==> src/rtl/fsr_pkg.sv <==
`timescale 1ns/1ps
package fsr_pkg;

    typedef enum logic [2:0] {
        OP_NONE = 3'd0,
        OP_PROG = 3'd1,
        OP_SECT = 3'd2,
        OP_BLK  = 3'd3,
        OP_CHIP = 3'd4,
        OP_WRSR = 3'd5
    } wr_op_e;

    typedef struct packed {
        logic       lock;
        logic [2:0] bp;
        logic       wel;
        logic       wip;
    } stat_t;

    typedef struct packed {
        stat_t  st;
        logic   grant;
        logic   deny;
        wr_op_e op;
    } ctl_t;

    function automatic logic [7:0] stat_byte(input stat_t s);
        return {s.lock, 2'b00, s.bp, s.wel, s.wip};
    endfunction

endpackage

==> src/rtl/fsr_region_dec.sv <==
`timescale 1ns/1ps
module fsr_region_dec #(
    parameter int NUM_BLOCKS = 32,
    localparam int BLK_W     = $clog2(NUM_BLOCKS),
    localparam int CW        = BLK_W + 1
) (
    input  logic [2:0]       bp_i,
    input  logic [BLK_W-1:0] blk_i,
    output logic             hit_o,
    output logic             any_o
);
    logic [CW-1:0] span;
    logic [CW-1:0] low;

    // Size of the top region doubles with each step of the field, capped at the full array.
    always_comb begin
        if (bp_i == 3'd0) begin
            span = '0;
        end else if ((int'(bp_i) - 1) >= BLK_W) begin
            span = CW'(NUM_BLOCKS);
        end else begin
            span = CW'(1) << (int'(bp_i) - 1);
        end
        low   = CW'(NUM_BLOCKS) - span;
        hit_o = ({1'b0, blk_i} >= low);
        any_o = (span != '0);
    end
endmodule

==> src/rtl/fsr_inhibit_tmr.sv <==
`timescale 1ns/1ps
module fsr_inhibit_tmr #(
    parameter int CYC    = 64,
    localparam int CNT_W = $clog2(CYC + 1)
) (
    input  logic clk,
    input  logic rst_n,
    output logic ready_o
);
    logic [CNT_W-1:0] cnt_d, cnt_q;

    always_comb begin
        cnt_d = cnt_q;
        if (cnt_q != CNT_W'(CYC)) begin
            cnt_d = cnt_q + 1'b1;
        end
    end

    always_ff @(posedge clk or negedge rst_n) begin
        if (!rst_n) cnt_q <= '0;
        else        cnt_q <= cnt_d;
    end

    assign ready_o = (cnt_q == CNT_W'(CYC));
endmodule

==> src/rtl/fsr_cmd_eval.sv <==
`timescale 1ns/1ps
module fsr_cmd_eval
    import fsr_pkg::*;
(
    input  logic   wrsr_i,
    input  logic   pp_i,
    input  logic   se_i,
    input  logic   be_i,
    input  logic   ce_i,
    input  logic   ready_i,
    input  logic   wel_i,
    input  logic   lock_i,
    input  logic   wp_n_i,
    input  logic   blk_hit_i,
    input  logic   any_prot_i,
    output wr_op_e op_o,
    output logic   allow_o
);
    always_comb begin
        if (wrsr_i)    op_o = OP_WRSR;
        else if (ce_i) op_o = OP_CHIP;
        else if (be_i) op_o = OP_BLK;
        else if (se_i) op_o = OP_SECT;
        else if (pp_i) op_o = OP_PROG;
        else           op_o = OP_NONE;

        allow_o = ready_i && wel_i;
        unique case (op_o)
            OP_WRSR:                   if (lock_i && !wp_n_i) allow_o = 1'b0;
            OP_CHIP:                   if (any_prot_i)        allow_o = 1'b0;
            OP_PROG, OP_SECT, OP_BLK:  if (blk_hit_i)         allow_o = 1'b0;
            default:                   allow_o = 1'b0;
        endcase
    end
endmodule

==> src/rtl/flash_wp_ctrl.sv <==
`timescale 1ns/1ps
module flash_wp_ctrl
    import fsr_pkg::*;
#(
    parameter int ADDR_W     = 21,
    parameter int NUM_BLOCKS = 32,
    parameter int PWRUP_CYC  = 64,
    localparam int BLK_W     = $clog2(NUM_BLOCKS)
) (
    input  logic              clk,
    input  logic              rst_n,
    input  logic              wren_i,
    input  logic              wrdi_i,
    input  logic              wrsr_i,
    input  logic [7:0]        wrsr_data_i,
    input  logic              pp_i,
    input  logic              se_i,
    input  logic              be_i,
    input  logic              ce_i,
    input  logic [ADDR_W-1:0] addr_i,
    input  logic              wp_n_i,
    input  logic              arr_done_i,
    output logic [7:0]        status_o,
    output logic              grant_o,
    output logic              deny_o,
    output logic [2:0]        op_o
);
    ctl_t   ctl_d, ctl_q;
    logic   ready;
    logic   blk_hit;
    logic   any_prot;
    logic   allow;
    wr_op_e req_op;

    fsr_inhibit_tmr #(.CYC(PWRUP_CYC)) u_tmr (
        .clk     (clk),
        .rst_n   (rst_n),
        .ready_o (ready)
    );

    fsr_region_dec #(.NUM_BLOCKS(NUM_BLOCKS)) u_dec (
        .bp_i  (ctl_q.st.bp),
        .blk_i (addr_i[ADDR_W-1 -: BLK_W]),
        .hit_o (blk_hit),
        .any_o (any_prot)
    );

    fsr_cmd_eval u_eval (
        .wrsr_i     (wrsr_i),
        .pp_i       (pp_i),
        .se_i       (se_i),
        .be_i       (be_i),
        .ce_i       (ce_i),
        .ready_i    (ready),
        .wel_i      (ctl_q.st.wel),
        .lock_i     (ctl_q.st.lock),
        .wp_n_i     (wp_n_i),
        .blk_hit_i  (blk_hit),
        .any_prot_i (any_prot),
        .op_o       (req_op),
        .allow_o    (allow)
    );

    always_comb begin
        ctl_d       = ctl_q;
        ctl_d.grant = 1'b0;
        ctl_d.deny  = 1'b0;
        ctl_d.op    = OP_NONE;
        if (ctl_q.st.wip) begin
            // Busy: only the completion pulse is observed.
            if (arr_done_i) begin
                ctl_d.st.wip = 1'b0;
                ctl_d.st.wel = 1'b0;
            end
        end else if (req_op != OP_NONE) begin
            if (allow) begin
                ctl_d.grant  = 1'b1;
                ctl_d.op     = req_op;
                ctl_d.st.wip = 1'b1;
                if (req_op == OP_WRSR) begin
                    ctl_d.st.lock = wrsr_data_i[7];
                    ctl_d.st.bp   = wrsr_data_i[4:2];
                end
            end else begin
                ctl_d.deny   = 1'b1;
                ctl_d.st.wel = 1'b0;
            end
        end else if (wren_i) begin
            ctl_d.st.wel = 1'b1;
        end else if (wrdi_i) begin
            ctl_d.st.wel = 1'b0;
        end
    end

    always_ff @(posedge clk or negedge rst_n) begin
        if (!rst_n) ctl_q <= '0;
        else        ctl_q <= ctl_d;
    end

    assign status_o = stat_byte(ctl_q.st);
    assign grant_o  = ctl_q.grant;
    assign deny_o   = ctl_q.deny;
    assign op_o     = ctl_q.op;
endmodule

==> config.mk <==
export PLATFORM = sky130hd
export DESIGN_NAME = flash_wp_ctrl
export DESIGN_NICKNAME = d
export VERILOG_FILES = /design/src/rtl/fsr_pkg.sv /design/src/rtl/fsr_region_dec.sv /design/src/rtl/fsr_inhibit_tmr.sv /design/src/rtl/fsr_cmd_eval.sv /design/src/rtl/flash_wp_ctrl.sv
export SDC_FILE = /design/constraint.sdc
export NUM_CORES = 1
export LEC_CHECK = 0
export CAP_MARGIN = 20
export CORE_MARGIN = 4
export CORE_UTILIZATION = 42
export CTS_CLUSTER_SIZE = 25
export DETAILED_ROUTE_END_ITERATION = 16
export PLACE_DENSITY = 0.78
export SYNTH_ARGS = -nofsm -noshare
export SYNTH_HDL_FRONTEND = slang
export SYNTH_SLANG_ARGS = --single-unit
==> constraint.sdc <==
create_clock -name clk -period 3.34 [get_ports clk]
set_clock_uncertainty 0.05 [all_clocks]
set_input_delay 0.501 -clock clk [delete_from_list [all_inputs] [get_ports clk]]
set_output_delay 0.501 -clock clk [all_outputs]
set_load 0.02 [all_outputs]
==> impl_metrics.json, run 1 <==
{
  "outcome": "complete, no violations",
  "fillers": 250,
  "cap_violations": 0,
  "synth_area_leaders": "dfrtp_1, ha_1, xnor2_1, mux2_1, inv_1",
  "grt_pass1_wl_mm": 4.26,
  "async_reset_ff_share_pct": 100,
  "power_mw": 0.404,
  "tightest_slew_ns": 0.790,
  "io_pins": 53,
  "cts_tree": "yes",
  "drt_iter0_drc": 33,
  "regArea_sq_um": 450,
  "min_path_type": "reg2reg",
  "fin_util_pct": 56.4,
  "fin_tns_setup_ns": 0,
  "hold_violations": 0,
  "place_congestion": 0.911,
  "final_antenna_net_count": 0,
  "htree_levels": 1,
  "grt-ovfl-total": 0,
  "portBuffers": 30,
  "p_leak_nw": 0.667,
  "crit_type": "reg2reg",
  "antenna_found_initial": 0,
  "syn_area_sq_mm": 0.00121,
  "irDropWorstVdd_v": 0.000211,
  "via_per_inst": 5.28,
  "dp_hpwl_mm": 2.06,
  "vias": 993,
  "path_clk_slew_ns": 0.09,
  "clk_path_buf_depth": 2,
  "maxSlewViolCount": 0,
  "root_buffer": "clkbuf_4",
  "rows": 19,
  "drtPass1Iterations": 4,
  "antenna_cells": 0,
  "die_height_um": 61.6,
  "cp_max_fo": 7,
  "rsz0062_at_grt": "no",
  "synthDistinctLibCells": 34,
  "yosys-top-cells-count": "dfrtp_1, ha_1, inv_1",
  "grt_pass1_vias": 1038,
  "synth_area_leader_cell": "dfrtp_1",
  "die_w_um": 61.6,
  "fin_crit_ns": 3.16,
  "netlist_instances": 125,
  "numCtsBuffers": 3,
  "synth_edf_count": 0,
  "critPathArrivalTime_ns": 3.29,
  "synth_most_common_cell": "dfrtp_1",
  "powerDensity_mw_per_mm2": 260,
  "grt_max_degree": 19,
  "clock.fmax_ghz": 0.317,
  "drive_above_1_share_pct": 7.64,
  "dieArea_sq_mm": 0.00379,
  "synth_area_per_cell_sq_um": 9.65,
  "ys_warn_count": 0,
  "drc": 0,
  "setup-violations-final": 0,
  "synth_top_area_share_pct": 37.3,
  "max_slew_margin_pct": 47.1,
  "cts-hold-fix-buffers": 0,
  "wl_per_cell_um": 13.5,
  "start_util_pct": 43.7,
  "synth-seq-cells": 18,
  "fin_crit_sh_pct": 94.5,
  "end_kind": "flip-flop",
  "cts_sinks": 18,
  "routed_wl_mm": 2.53,
  "multiInputGateArea_sq_um": 688,
  "ys.flop_type": "dfrtp_1",
  "track_usage_pct": 14.8,
  "core_sq_mm": 0.00276,
  "startpoint_type": "flip-flop",
  "worstSkewPairLatency_ns": 0.28,
  "cp.required_ns": 3.48,
  "nNetsFinal": 211,
  "seq_area_frac_synth_pct": 37.3,
  "syn_to_final_growth_pct": 29.0
}
[final timing paths]
kind | to | start | cells past startpoint | slack, ns
worst max-delay path | op_o[1] | status_o[2] | 12 | 0.18
worst min-delay path | u_tmr.cnt_q[6] | u_tmr.cnt_q[6] | 1 | 0.44
worst max register to register | op_o[1] | status_o[2] | 12 | 0.18
worst min register to register | u_tmr.cnt_q[6] | u_tmr.cnt_q[6] | 1 | 0.44
max in group asynchronous | u_tmr.cnt_q[0] | rst_n | 1 | 2.12
min in group asynchronous | u_tmr.cnt_q[3] | rst_n | 1 | 0.63
[metal layers]
| metal | part of all wire, % | global-route usage [%] |
|---|---|---|
| met1 | 44 | 17.5 |
| met2 | 51 | 26.9 |
| met3 | 4.4 | 2.31 |
| met4 | 0.59 | 4.85 |
| met5 | 0 | 0 |
[worst max-delay path, stage by stage, from the launching register on]
cell,delay (ns)
dfrtp_1,0.36
inv_1,0.09
ha_1,0.24
or3_4,0.42
o21ai_1,0.14
nand3_1,0.10
ha_1,0.27
xnor2_1,0.16
ha_1,0.20
a2111o_1,0.37
a311oi_2,0.32
a311oi_4,0.11
nor3_1,0.24
[through the flow]
| stage | area [sq um] | setup slack [ns] | std cells | hold slack (ns) |
|---|---|---|---|---|
| after detailed placement | 1530 | 0.179 | 185 | 0.429 |
| after floorplan | 1210 | 0.106 | 126 | 0.155 |
| after CTS | 1560 | 0.126 | 188 | 0.449 |
| after global placement | 1530 | 0.248 | 185 | 0.410 |
| after global routing | 1560 | 0.0131 | 188 | 0.470 |
| final | 1560 | 0.184 | 188 | 0.441 |
[state kept, by name (all words and copies together) (netlist names)]
name / cells
op_o: 3
u_tmr.cnt_q: 7
status_o: 6
grant_o: 1
deny_o: 1
[power breakdown]
part           internal [mW]  total [mW]  leakage [nW]  switching [mW]
combinational         0.0422      0.0827         0.424          0.0405
clock                 0.0418      0.0993        0.0138          0.0576
sequential             0.220       0.222         0.230         0.00223
[logic make-up after synthesis]
family | synth area share, %
simple gates | 17.7
buf+inv | 5.91
mux | 4.67
fa+ha+maj | 12.4
compound gates | 16.5
xor+xnor | 5.08
other cells | 0.311
flops | 37.3
[timing repair]
| action | 4_1_cts | 5_1_grt |
|---|---|---|
| buffers inserted | 0 | 0 |
| gates resized for setup | 0 | 1 |
| setup endpoints to repair | 0 | 4 |
[cell type report]
type / count / area share (%)
multi-input cells: 93 / 44.2
flip-flops and latches: 18 / 28.9
repair buffers: 32 / 20.3
inverters: 11 / 2.65
well taps: 31 / 2.49
clock buffers: 3 / 1.45
[layout by cell type (no fill, tap or decap), drive strengths merged]
cell type	instances
nand2b	5
dfrtp	18
xnor2	6
o21a	2
a311oi	2
ha	12
xor2	1
o21ai	7
nand3b	1
nand4bb	1
nand2	7
nor2	9
a21boi	1
a21oi	7
or3	1
o31ai	1
nor3	8
mux2	5
clkbuf	3
o21bai	1
o22ai	2
a22oi	1
clkdlybuf4s50	30
nand3	6
nor2b	1
buf	2
and3	1
inv	11
a41o	1
a21o	1
conb	2
a2111o	1
Power figures use the tool's default switching activity.
==> run 2, diff against run 1 <==
--- a/config.mk
+++ b/config.mk
@@ -5,12 +5,13 @@
 export SDC_FILE = /design/constraint.sdc
 export NUM_CORES = 1
 export LEC_CHECK = 0
+export ABC_AREA = 1
 export CAP_MARGIN = 20
 export CORE_MARGIN = 4
 export CORE_UTILIZATION = 42
 export CTS_CLUSTER_SIZE = 25
 export DETAILED_ROUTE_END_ITERATION = 16
-export PLACE_DENSITY = 0.78
+export PLACE_DENSITY = 0.77
 export SYNTH_ARGS = -nofsm -noshare
 export SYNTH_HDL_FRONTEND = slang
 export SYNTH_SLANG_ARGS = --single-unit
==> impl_metrics.json, run 2 <==
{
  "outcome": "complete, no violations",
  "crit_type": "reg2reg",
  "highest_layer": "met4",
  "core_sq_mm": 0.00281,
  "setup-violations-final": 0,
  "cts_tree": "yes",
  "ys.flop_type": "dfrtp_1",
  "netSwitchingFraction_pct": 23.1,
  "max_slew_margin_pct": 45.6,
  "synth_area_leaders": "dfrtp_1, ha_1, nand2_1, inv_1, nor2_1",
  "min_path_type": "reg2reg",
  "regToRegEndpoint": "status_o[4]",
  "crit_buf_inv": 2,
  "synth_area_per_cell_sq_um": 7.70,
  "ys_warn_count": 0,
  "cts_resized": 0,
  "die_height_um": 62.8,
  "switchingPower_mw": 0.0930,
  "synth_most_common_cell": "nand2_1",
  "dp_hpwl_mm": 2.02,
  "die_w_um": 62.8,
  "p_leak_nw": 0.839,
  "rsz0062_at_grt": "no",
  "dr_wl_met2_mm": 1.27,
  "cts_sinks": 18,
  "via_per_inst": 4.70,
  "regMostFlops": "u_tmr.cnt_q",
  "cp.required_ns": 3.50,
  "end_kind": "flip-flop",
  "fin_tns_setup_ns": 0,
  "layout_commonest_cell": "nand2_1",
  "timing.critical_path.cells": "inv_1, ha_1, xor2_2, nor2_1, nand3_1, ha_1, inv_1, ha_1, nand2_1, nand2_1, nand2_1, nand2_1, nand2_1, nand2_1, nand2_1, nand2_1, nand2_1, nand2_1, nand2_4, nand3_4, nand2_1, o21ai_1",
  "rows": 19,
  "nNetsFinal": 248,
  "crit_path_end": "status_o[4]",
  "routed_wl_mm": 2.47,
  "cp_slowest_cell": "dfrtp_1",
  "drtPass1Iterations": 4,
  "slowest_delay_ns": 0.50,
  "antenna_found_initial": 0,
  "yosys.area_share.adder_pct": 11.9,
  "portBuffers": 30,
  "r2r_start": "status_o[2]",
  "fin_crit_sh_pct": 89.3,
  "path_common_cell": "nand2_1",
  "crit_cells": 22,
  "htree_levels": 1,
  "cap_violations": 0,
  "cts-hold-fix-buffers": 0,
  "numCtsBuffers": 3,
  "critPathTopFamily": "simple AND/OR/NAND/NOR gates",
  "startpoint_type": "flip-flop",
  "path_clk_slew_ns": 0.12,
  "synthDistinctLibCells": 27,
  "grt_pass1_wl_mm": 4.46,
  "tightest_slew_ns": 0.813,
  "rr_worst_depth": 22,
  "dieArea_sq_mm": 0.00395,
  "powerDensity_mw_per_mm2": 250,
  "syn_to_final_growth_pct": 27.7,
  "met1_length_mm": 1.03,
  "synth_compound_area_share_pct": 4.36,
  "wl_per_cell_um": 10.9,
  "io_pins": 53,
  "synth_top_area_share_pct": 35.7,
  "async_reset_ff_share_pct": 100,
  "fin_crit_ns": 2.98,
  "track_usage_pct": 13.7,
  "final_cell_mix": "nand2_1, inv_1, clkdlybuf4s50_1",
  "clock.fmax_ghz": 0.335,
  "drt_iter0_drc": 19,
  "final_antenna_net_count": 0,
  "maxSlewViolCount": 0,
  "grt_max_degree": 19,
  "vias": 1063,
  "grt_pass1_vias": 1079,
  "antenna_cells": 0,
  "met3_length_um": 135,
  "root_buffer": "clkbuf_4",
  "yosys-top-cells-count": "nand2_1, inv_1, dfrtp_1",
  "seq_area_frac_synth_pct": 35.7,
  "start_util_pct": 45.0,
  "netlist_instances": 164,
  "r2r_slack_ns": 0.36,
  "irDropWorstVdd_v": 0.000267,
  "syn_area_sq_mm": 0.00126,
  "synth-simple-area-share_pct": 29.4,
  "grt-ovfl-total": 0,
  "synth_xor_area_share_pct": 6.14,
  "p_comb_share_pct": 10.7,
  "clk_path_buf_depth": 2,
  "synth_edf_count": 0,
  "fillers": 268,
  "cp_max_fo": 8,
  "p_seq_share_pct": 54.2,
  "worstSkewPairLatency_ns": 0.31,
  "clkPwrFrac_pct": 35.1,
  "placed_cells_incl_taps": 222,
  "postCtsSetupBuffers": 0,
  "drive_above_1_share_pct": 8.21,
  "largest_register_ffs": 7,
  "drc": 0,
  "muxShareOfSynthArea_pct": 0,
  "synth_top_family_by_area": "simple AND/OR/NAND/NOR gates",
  "critPathLaunch": "status_o[2]",
  "synth-seq-cells": 18,
  "internal_power_mw": 0.310,
  "critPathArrivalTime_ns": 3.15,
  "power_mw": 0.403,
  "hold_violations": 0,
  "fin_cells": 226,
  "synth_area_leader_cell": "dfrtp_1",
  "place_congestion": 0.759
}
==> run 2: changes by cell type after synthesis, sizes merged, moves of 2 or more <==
cell / change
nand3: +5
nor3: -4
o22ai: -2
a21oi: -5
or2: +2
nor2: +9
nand2b: -5
o21a: -2
nand2: +34
inv: +22
xor2: +6
a311oi: -2
xnor2: -5
mux2: -5
==> run 2: power groups by stage <==
stage | logic [mW] | clock network, mW | registers (mW)
2_1_floorplan | 0.0152 | 0 | 0.223
3_3_place_gp | 0.0427 | 0 | 0.222
3_5_place_dp | 0.0437 | 0 | 0.222
4_1_cts | 0.0441 | 0.143 | 0.218
5_1_grt | 0.0490 | 0.153 | 0.218
6_report | 0.0432 | 0.141 | 0.218
==> run 2: area by class of cell <==
type / instances / area (sq um) / share of cell area, %
well taps: 31 / 38.8 / 2.41
flip-flops and latches: 18 / 450 / 28.0
repair buffers: 30 / 300 / 18.6
multi-input cells: 110 / 662 / 41.1
clock buffers: 4 / 36.3 / 2.25
inverters: 33 / 124 / 7.69
==> run 2: worst register-to-register path, cell delays in order (launching register included) <==
cell and delay, ns:
dfrtp_1 0.50, inv_1 0.15, ha_1 0.25, xor2_2 0.18, nor2_1 0.18, nand3_1 0.10
ha_1 0.28, inv_1 0.04, ha_1 0.26, nand2_1 0.06, nand2_1 0.05, nand2_1 0.05
nand2_1 0.04, nand2_1 0.05, nand2_1 0.04, nand2_1 0.05, nand2_1 0.04, nand2_1 0.06
nand2_1 0.09, nand2_4 0.10, nand3_4 0.11, nand2_1 0.08, o21ai_1 0.06
==> run 2: how the worst min path moves through the flow <==
stage,from,end,cells after the start
2_1_floorplan,rst_n,deny_o,0
3_3_place_gp,u_tmr.cnt_q[5],u_tmr.cnt_q[5],1
3_5_place_dp,u_tmr.cnt_q[5],u_tmr.cnt_q[5],1
4_1_cts,u_tmr.cnt_q[5],u_tmr.cnt_q[5],1
5_1_grt,u_tmr.cnt_q[6],u_tmr.cnt_q[6],1
6_report,u_tmr.cnt_q[5],u_tmr.cnt_q[5],1
==> run 2: per-stage QoR <==
step           util, %  cell area [sq um]  hold WS (ns)  setup WS [ns]
2_1_floorplan        -               1270         0.155          0.539
3_3_place_gp      56.2               1580         0.409          0.456
3_5_place_dp      56.2               1580         0.409          0.377
4_1_cts           57.4               1610         0.424          0.351
5_1_grt           57.4               1610         0.443        0.00521
6_report          57.4               1610         0.421          0.357
==> run 2: metal layers <==
metal | track usage [%] | vias up
met5 | 0 | -
li1 | - | 554
met3 | 4.50 | 5
met2 | 25.4 | 29
met1 | 14.7 | 475
met4 | 3.58 | 0
==> run 2: cell families (layout without fill, tap and decap cells) <==
logic type / after synthesis / in the layout
other cells: 1 / 2
compound gates: 10 / 10
simple gates: 78 / 78
fa+ha+maj: 12 / 12
flops: 18 / 18
xor+xnor: 8 / 8
buf+inv: 37 / 67
==> run 3, diff against run 2 <==
--- a/config.mk
+++ b/config.mk
@@ -9,9 +9,10 @@
 export CAP_MARGIN = 20
 export CORE_MARGIN = 4
 export CORE_UTILIZATION = 42
-export CTS_CLUSTER_SIZE = 25
+export CTS_CLUSTER_SIZE = 16
 export DETAILED_ROUTE_END_ITERATION = 16
 export PLACE_DENSITY = 0.77
+export SKIP_LAST_GASP = 1
 export SYNTH_ARGS = -nofsm -noshare
 export SYNTH_HDL_FRONTEND = slang
 export SYNTH_SLANG_ARGS = --single-unit
==> results of run 3 <==
Final layout, timing and power as in run 2 (identical DEF).
